<file path="src/rtl/itest_pkg.sv">
package itest_pkg;

  localparam int OFS_W = 12;
  localparam int WA_W  = OFS_W - 2;

  localparam logic [OFS_W-1:0] OFS_MIS  = 12'h418;
  localparam logic [OFS_W-1:0] OFS_CTRL = 12'h600;
  localparam logic [OFS_W-1:0] OFS_AFD  = 12'h604;
  localparam logic [OFS_W-1:0] OFS_AFEN = 12'h608;
  localparam logic [OFS_W-1:0] OFS_MSET = 12'h60C;
  localparam logic [OFS_W-1:0] OFS_INTR = 12'h610;
  localparam logic [OFS_W-1:0] OFS_AFO  = 12'h614;

  // multiplexer lanes
  localparam int NLANE   = 4;
  localparam int LN_AFD  = 0;
  localparam int LN_AFEN = 1;
  localparam int LN_MIS  = 2;
  localparam int LN_AFO  = 3;

  typedef enum logic [2:0] {
    SEL_NONE, SEL_CTRL, SEL_AFD, SEL_AFEN, SEL_MSET, SEL_INTR, SEL_AFO, SEL_MIS
  } reg_sel_e;

  function automatic reg_sel_e decode_word(input logic [WA_W-1:0] wa);
    reg_sel_e s;
    s = SEL_NONE;
    if (wa == OFS_CTRL[OFS_W-1:2]) s = SEL_CTRL;
    if (wa == OFS_AFD[OFS_W-1:2])  s = SEL_AFD;
    if (wa == OFS_AFEN[OFS_W-1:2]) s = SEL_AFEN;
    if (wa == OFS_MSET[OFS_W-1:2]) s = SEL_MSET;
    if (wa == OFS_INTR[OFS_W-1:2]) s = SEL_INTR;
    if (wa == OFS_AFO[OFS_W-1:2])  s = SEL_AFO;
    if (wa == OFS_MIS[OFS_W-1:2])  s = SEL_MIS;
    return s;
  endfunction

  function automatic logic is_writable(input reg_sel_e s);
    return (s == SEL_CTRL) || (s == SEL_AFD) || (s == SEL_AFEN) ||
           (s == SEL_MSET) || (s == SEL_AFO);
  endfunction

endpackage

</file>
<file path="src/rtl/itest_regs.sv">
module itest_regs
  import itest_pkg::*;
#(
  parameter int GW = 8
) (
  input  logic          clk_i,
  input  logic          rst_ni,
  input  logic          wr_stb_i,
  input  reg_sel_e      wr_sel_i,
  input  logic [GW-1:0] wdata_i,
  output logic          test_en_o,
  output logic [GW-1:0] afd_q_o,
  output logic [GW-1:0] afen_q_o,
  output logic [GW-1:0] mset_q_o,
  output logic [GW-1:0] afo_q_o
);

  always_ff @(posedge clk_i or negedge rst_ni) begin
    if (!rst_ni) begin
      test_en_o <= 1'b0;
      afd_q_o   <= '0;
      afen_q_o  <= '0;
      mset_q_o  <= '0;
      afo_q_o   <= '0;
    end else if (wr_stb_i) begin
      case (wr_sel_i)
        SEL_CTRL: test_en_o <= wdata_i[0];
        SEL_AFD:  afd_q_o   <= wdata_i;
        SEL_AFEN: afen_q_o  <= wdata_i;
        SEL_MSET: mset_q_o  <= wdata_i;
        SEL_AFO:  afo_q_o   <= wdata_i;
        default: ;
      endcase
    end
  end

endmodule

</file>
<file path="src/rtl/itest_mux.sv">
module itest_mux #(
  parameter int GW = 8
) (
  input  logic          test_en_i,
  input  logic [GW-1:0] func_i,
  input  logic [GW-1:0] test_i,
  output logic [GW-1:0] out_o
);

  assign out_o = test_en_i ? test_i : func_i;

endmodule

</file>
<file path="src/rtl/itest_rdmux.sv">
module itest_rdmux
  import itest_pkg::*;
#(
  parameter int GW = 8,
  parameter int DW = 32
) (
  input  reg_sel_e      rd_sel_i,
  input  logic          test_en_i,
  input  logic [GW-1:0] afd_i,
  input  logic [GW-1:0] afen_i,
  input  logic [GW-1:0] mis_i,
  input  logic          intr_i,
  input  logic [GW-1:0] afo_i,
  output logic [DW-1:0] prdata_o,
  output logic          hit_o
);

  always_comb begin
    prdata_o = '0;
    hit_o    = 1'b1;
    case (rd_sel_i)
      SEL_CTRL: prdata_o[0]      = test_en_i;
      SEL_AFD:  prdata_o[GW-1:0] = afd_i;
      SEL_AFEN: prdata_o[GW-1:0] = afen_i;
      SEL_MSET: prdata_o         = '0;
      SEL_INTR: prdata_o[0]      = intr_i;
      SEL_AFO:  prdata_o[GW-1:0] = afo_i;
      SEL_MIS:  prdata_o[GW-1:0] = mis_i;
      default:  hit_o            = 1'b0;
    endcase
  end

endmodule

</file>
<file path="src/rtl/gpio_itest_mux.sv">
module gpio_itest_mux
  import itest_pkg::*;
#(
  parameter int GW = 8,
  parameter int DW = 32
) (
  input  logic             pclk,
  input  logic             presetn,
  input  logic             psel,
  input  logic             penable,
  input  logic             pwrite,
  input  logic [OFS_W-1:0] paddr,
  input  logic [DW-1:0]    pwdata,
  output logic [DW-1:0]    prdata,
  output logic             pready,
  output logic             pslverr,
  input  logic [GW-1:0]    sys_afdata_i,
  input  logic [GW-1:0]    sys_afen_n_i,
  output logic [GW-1:0]    core_afdata_o,
  output logic [GW-1:0]    core_afen_n_o,
  input  logic [GW-1:0]    core_mis_i,
  output logic [GW-1:0]    chip_mis_o,
  output logic             chip_intr_o,
  input  logic [GW-1:0]    core_afout_i,
  output logic [GW-1:0]    chip_afout_o
);

  reg_sel_e acc_sel;
  reg_sel_e rd_sel;
  logic     wr_stb;
  logic     test_en;
  logic     rd_hit;
  logic [GW-1:0] afd_q, afen_q, mset_q, afo_q;
  logic [NLANE-1:0][GW-1:0] func_bus, test_bus, out_bus;
  logic unused_bits;

  assign unused_bits = ^{paddr[1:0], pwdata[DW-1:GW]};

  assign acc_sel = decode_word(paddr[OFS_W-1:2]);
  assign wr_stb  = psel && penable && pwrite && is_writable(acc_sel);
  assign rd_sel  = (psel && !pwrite) ? acc_sel : SEL_NONE;

  itest_regs #(.GW(GW)) u_regs (
    .clk_i     (pclk),
    .rst_ni    (presetn),
    .wr_stb_i  (wr_stb),
    .wr_sel_i  (acc_sel),
    .wdata_i   (pwdata[GW-1:0]),
    .test_en_o (test_en),
    .afd_q_o   (afd_q),
    .afen_q_o  (afen_q),
    .mset_q_o  (mset_q),
    .afo_q_o   (afo_q)
  );

  assign func_bus[LN_AFD]  = sys_afdata_i;
  assign func_bus[LN_AFEN] = sys_afen_n_i;
  assign func_bus[LN_MIS]  = core_mis_i;
  assign func_bus[LN_AFO]  = core_afout_i;
  assign test_bus[LN_AFD]  = afd_q;
  assign test_bus[LN_AFEN] = afen_q;
  assign test_bus[LN_MIS]  = mset_q;
  assign test_bus[LN_AFO]  = afo_q;

  for (genvar g = 0; g < NLANE; g++) begin : g_lane
    itest_mux #(.GW(GW)) u_mux (
      .test_en_i (test_en),
      .func_i    (func_bus[g]),
      .test_i    (test_bus[g]),
      .out_o     (out_bus[g])
    );
  end

  assign core_afdata_o = out_bus[LN_AFD];
  assign core_afen_n_o = out_bus[LN_AFEN];
  assign chip_mis_o    = out_bus[LN_MIS];
  assign chip_afout_o  = out_bus[LN_AFO];
  assign chip_intr_o   = |out_bus[LN_MIS];

  itest_rdmux #(.GW(GW), .DW(DW)) u_rd (
    .rd_sel_i  (rd_sel),
    .test_en_i (test_en),
    .afd_i     (out_bus[LN_AFD]),
    .afen_i    (out_bus[LN_AFEN]),
    .mis_i     (out_bus[LN_MIS]),
    .intr_i    (chip_intr_o),
    .afo_i     (out_bus[LN_AFO]),
    .prdata_o  (prdata),
    .hit_o     (rd_hit)
  );

  assign pready  = 1'b1;
  assign pslverr = 1'b0;

endmodule

</file>
<file path="config.mk">
export PLATFORM = sky130hd
export DESIGN_NAME = gpio_itest_mux
export DESIGN_NICKNAME = d
export VERILOG_FILES = /design/src/rtl/itest_pkg.sv /design/src/rtl/itest_regs.sv /design/src/rtl/itest_mux.sv /design/src/rtl/itest_rdmux.sv /design/src/rtl/gpio_itest_mux.sv
export SDC_FILE = /design/constraint.sdc
export NUM_CORES = 1
export LEC_CHECK = 0
export BUFFER_PORTS_ARGS = -buffer_cell sky130_fd_sc_hd__buf_2
export CORE_ASPECT_RATIO = 0.9
export CORE_MARGIN = 5
export CORE_UTILIZATION = 44
export CTS_CLUSTER_SIZE = 20
export DETAILED_ROUTE_END_ITERATION = 6
export GPL_TIMING_DRIVEN = 0
export PLACE_DENSITY = 0.82
export SETUP_SLACK_MARGIN = 0.2
export SYNTH_ARGS = -nofsm -noshare
export SYNTH_HDL_FRONTEND = slang
export SYNTH_SLANG_ARGS = --single-unit
</file>
<file path="constraint.sdc">
create_clock -name pclk -period 2.3 [get_ports pclk]
set_input_delay 0 -clock pclk [delete_from_list [all_inputs] [get_ports pclk]]
set_output_delay 0 -clock pclk [all_outputs]
set_load 0.01 [all_outputs]
</file>
==> results.md <==
- WL/cell: 16.9 um
- Post-synth ARST share: 100%
- Total GRT Usage: 20.4%
- Sequential area share after synthesis: 34.3%
- Mean post-synth cell area: 10.9 um^2
- Status: completed
- Post-Syn Area: 2400 um^2
- Die X: 87.9 um
- Fraction of the mapped netlist area in adder cells: 0%
- Post-synthesis register bit count: 33
- Layout Skew: 0 ps
- Fin area: 3340 um^2
- Via density per instance: 5.10
- Register share of total power: 45.5%
- Initial antenna violation count: 0
- Pwr dens: 385 nW/um^2
- Antenna viol nets, final: 0
- I/O pin count: 148
- Die area: 7050 um^2
- CP Max Fanout: 7
- Hold Vio Cnt, Final: 0
- Ys Warns: 0
- Largest family of logic cells by synthesized area: multiplexers
- WP data required: 2300 ps
- Layout cells sized above 1: 58.8%
- Vias in the first global route: 2,211
- Synth Area in Compound Gates: 9.31%
- CTS buffer count: 5
- Port-buffer cells: 94
- Final clock period utilization by the worst path: 97.3%
- DRT iter0 DRCs: 145
- Drt drc: 0
- CTS tree: built
- Htree depth: 2
- Final Non-Filler Cells: 426
- Multiplexer share of the synthesized area: 30.0%
- Internal: 954 uW
- First-pass GRT wire length: 11.0 mm
- Placed inst area: 3050 um^2
- Slew HR: 50.1%
- Worst path bufs/invs: 2
- Post-synthesis instance total: 220
- Area Growth Syn to Fin: 39.0%
- Clock Tree Root: clkbuf_8
- Final #Nets: 440
- Post-Route WL: 7.20 mm
- Placed cells: 405
- Slowest cell delay on critical path: 420 ps
- R2R setup slack: 920 ps
- Starting density of the core: 45.5%
- Post-Synth XOR/XNOR Area: 0.364%
- Largest net degree at the start of global routing: 34
- Remaining Overflow, GRT: 0
- Clock share of power: 33.4%
- Max Cap Viol: 0
- Slowest cell on the critical path: a2111o_1
- Maximum vdd ir drop: 0.000337 V
- CORE AREA: 5290 um^2
- CP Launch Type: flop
- Clk sinks: 33
- Final Setup Violations: 0
- Worst skew pair latency: 280 ps
- Clock tree buffer depth: 2
- WS Path Type: flop to output port
- FMAX: 447 MHz
- Fin. max-slew vios: 0
- Post-DP HPWL: 5.47 mm
- Crit-path cells: buf_6 -> nor3_4 -> a21oi_1 -> a2111o_1 -> o211a_1 -> or3b_1 -> buf_2
- Data arrival time of the critical path: 2240 ps
- Top_reg_cell synth: dfrtp_1
- Cell leakage power: 0.00176 uW
- Worst setup EP type: output port
- Minimum clock period: 2240 ps
- Setup TNS: 0 ps
- EDFF count, synth: 0
- Net Sw Frac: 25.9%
- Crit path max-delay family: compound AO/OA/AOI/OAI gates
- Most frequent cells in the layout: buf_2 (95), mux2_2 (56), buf_4 (35), dfrtp_1 (33), conb_1 (26)
- Worst Tran Pin Value: 749 ps
- First-pass iteration count of the detailed router: 4
- Die span in y: 80.1 um
- Via count: 2,171
- Hold WC Path Type: input pin to flop
- Post-synthesis cell type count: 42
- Psw: 333 uW
- Cell Rows: 25
- Most common cell after layout, fill and taps aside: buf_2
- WHS: 10.5 ps
- Comb pwr share: 21.0%
- # diodes: 0
- Clk slew on worst S/H paths: 60 ps
- RSZ-0062 raised after global routing: true
- Post-synthesis simple-gate area fraction: 13.9%
- RePlAce Congestion: 0.847
-- metal layers --
layer / vias up / part of all wire, % / GRT usage (%)
li1: 1038 / - / -
met1: 1032 / 39 / 24.1
met2: 90 / 52 / 35.9
met3: 11 / 8.1 / 4.82
met4: 0 / 0.96 / 7.21
met5: - / 0 / 0
-- power groups by stage --
stage	Combinational (uW)	Sequential [uW]	Clock (uW)
floorplan	143	596	0
global placement	245	596	0
detailed placement	250	597	0
CTS	262	586	439
global route	297	586	471
finish	271	586	430
-- through the flow --
stage / total power (uW) / setup slack, ps / utilization, %
floorplan: 739 / 412 / -
global placement: 842 / 183 / 57.7
detailed placement: 847 / 183 / 57.7
CTS: 1290 / 101 / 61.5
global route: 1350 / -11.8 / 63.2
finish: 1290 / 62.2 / 63.2
-- sequential cells by signal, summed over array words and instances (netlist names) --
register          cells
u_regs.mset_q_o       8
u_regs.test_en_o      1
u_regs.afd_q_o        8
u_regs.afo_q_o        8
u_regs.afen_q_o       8
-- area by class of cell --
cell class / instances / area [um^2]
Timing Repair Buffer: 108 / 608
Buffer: 33 / 274
Inverter: 13 / 48.8
Sequential cell: 33 / 826
Fill cell: 440 / 1940
Clock buffer: 7 / 86.3
Multi-Input combinational cell: 165 / 1420
Tap cell: 67 / 83.8
-- path summary, 6_finish.rpt --
| path | start | end | depth (start not counted) |
|---|---|---|---|
| setup / recovery | u_regs.test_en_o | prdata[0] | 7 |
| setup reg to reg | u_regs.test_en_o | u_regs.test_en_o | 5 |
| max in group asynchronous | presetn | u_regs.afen_q_o[6] | 2 |
| hold reg to reg | u_regs.afd_q_o[1] | u_regs.afd_q_o[1] | 1 |
| min in group asynchronous | presetn | u_regs.afo_q_o[7] | 2 |
| hold / removal | pwdata[1] | u_regs.afd_q_o[1] | 2 |
-- what timing repair did --
action / in CTS / in global routing
hold buffers: 6 / 0
endpoints found under the setup margin: 13 / 8
cloned: 0 / 1
buffers inserted: 5 / 2
endpoints found under the hold margin: 44 / 0
resized for setup: 6 / 13
pin swaps: 3 / 1
-- logic make-up after synthesis --
logic type      count (synthesis)
buf+inv                        46
compound gates                 23
simple gates                   50
mux                            65
other cells                     2
flops                          33
xor+xnor                        1
-- cells in the mapped netlist, types with 3 or more instances --
library cell   n  area [um^2]
mux2_2        57          642
dfrtp_1       33          826
buf_4         28          210
inv_1         11         41.3
mux2i_1        8         80.1
nor2_1         8         30.0
a221o_1        7         70.1
and2_1         5         31.3
buf_2          4         20.0
nor2b_1        4         25.0
o2bb2ai_1      4         35.0
nand2b_1       3         18.8
nand3_1        3         15.0
nand3b_1       3         22.5
nand4_1        3         18.8
nor3_1         3         15.0
or3b_1         3         26.3
Power figures use the tool's default switching activity.
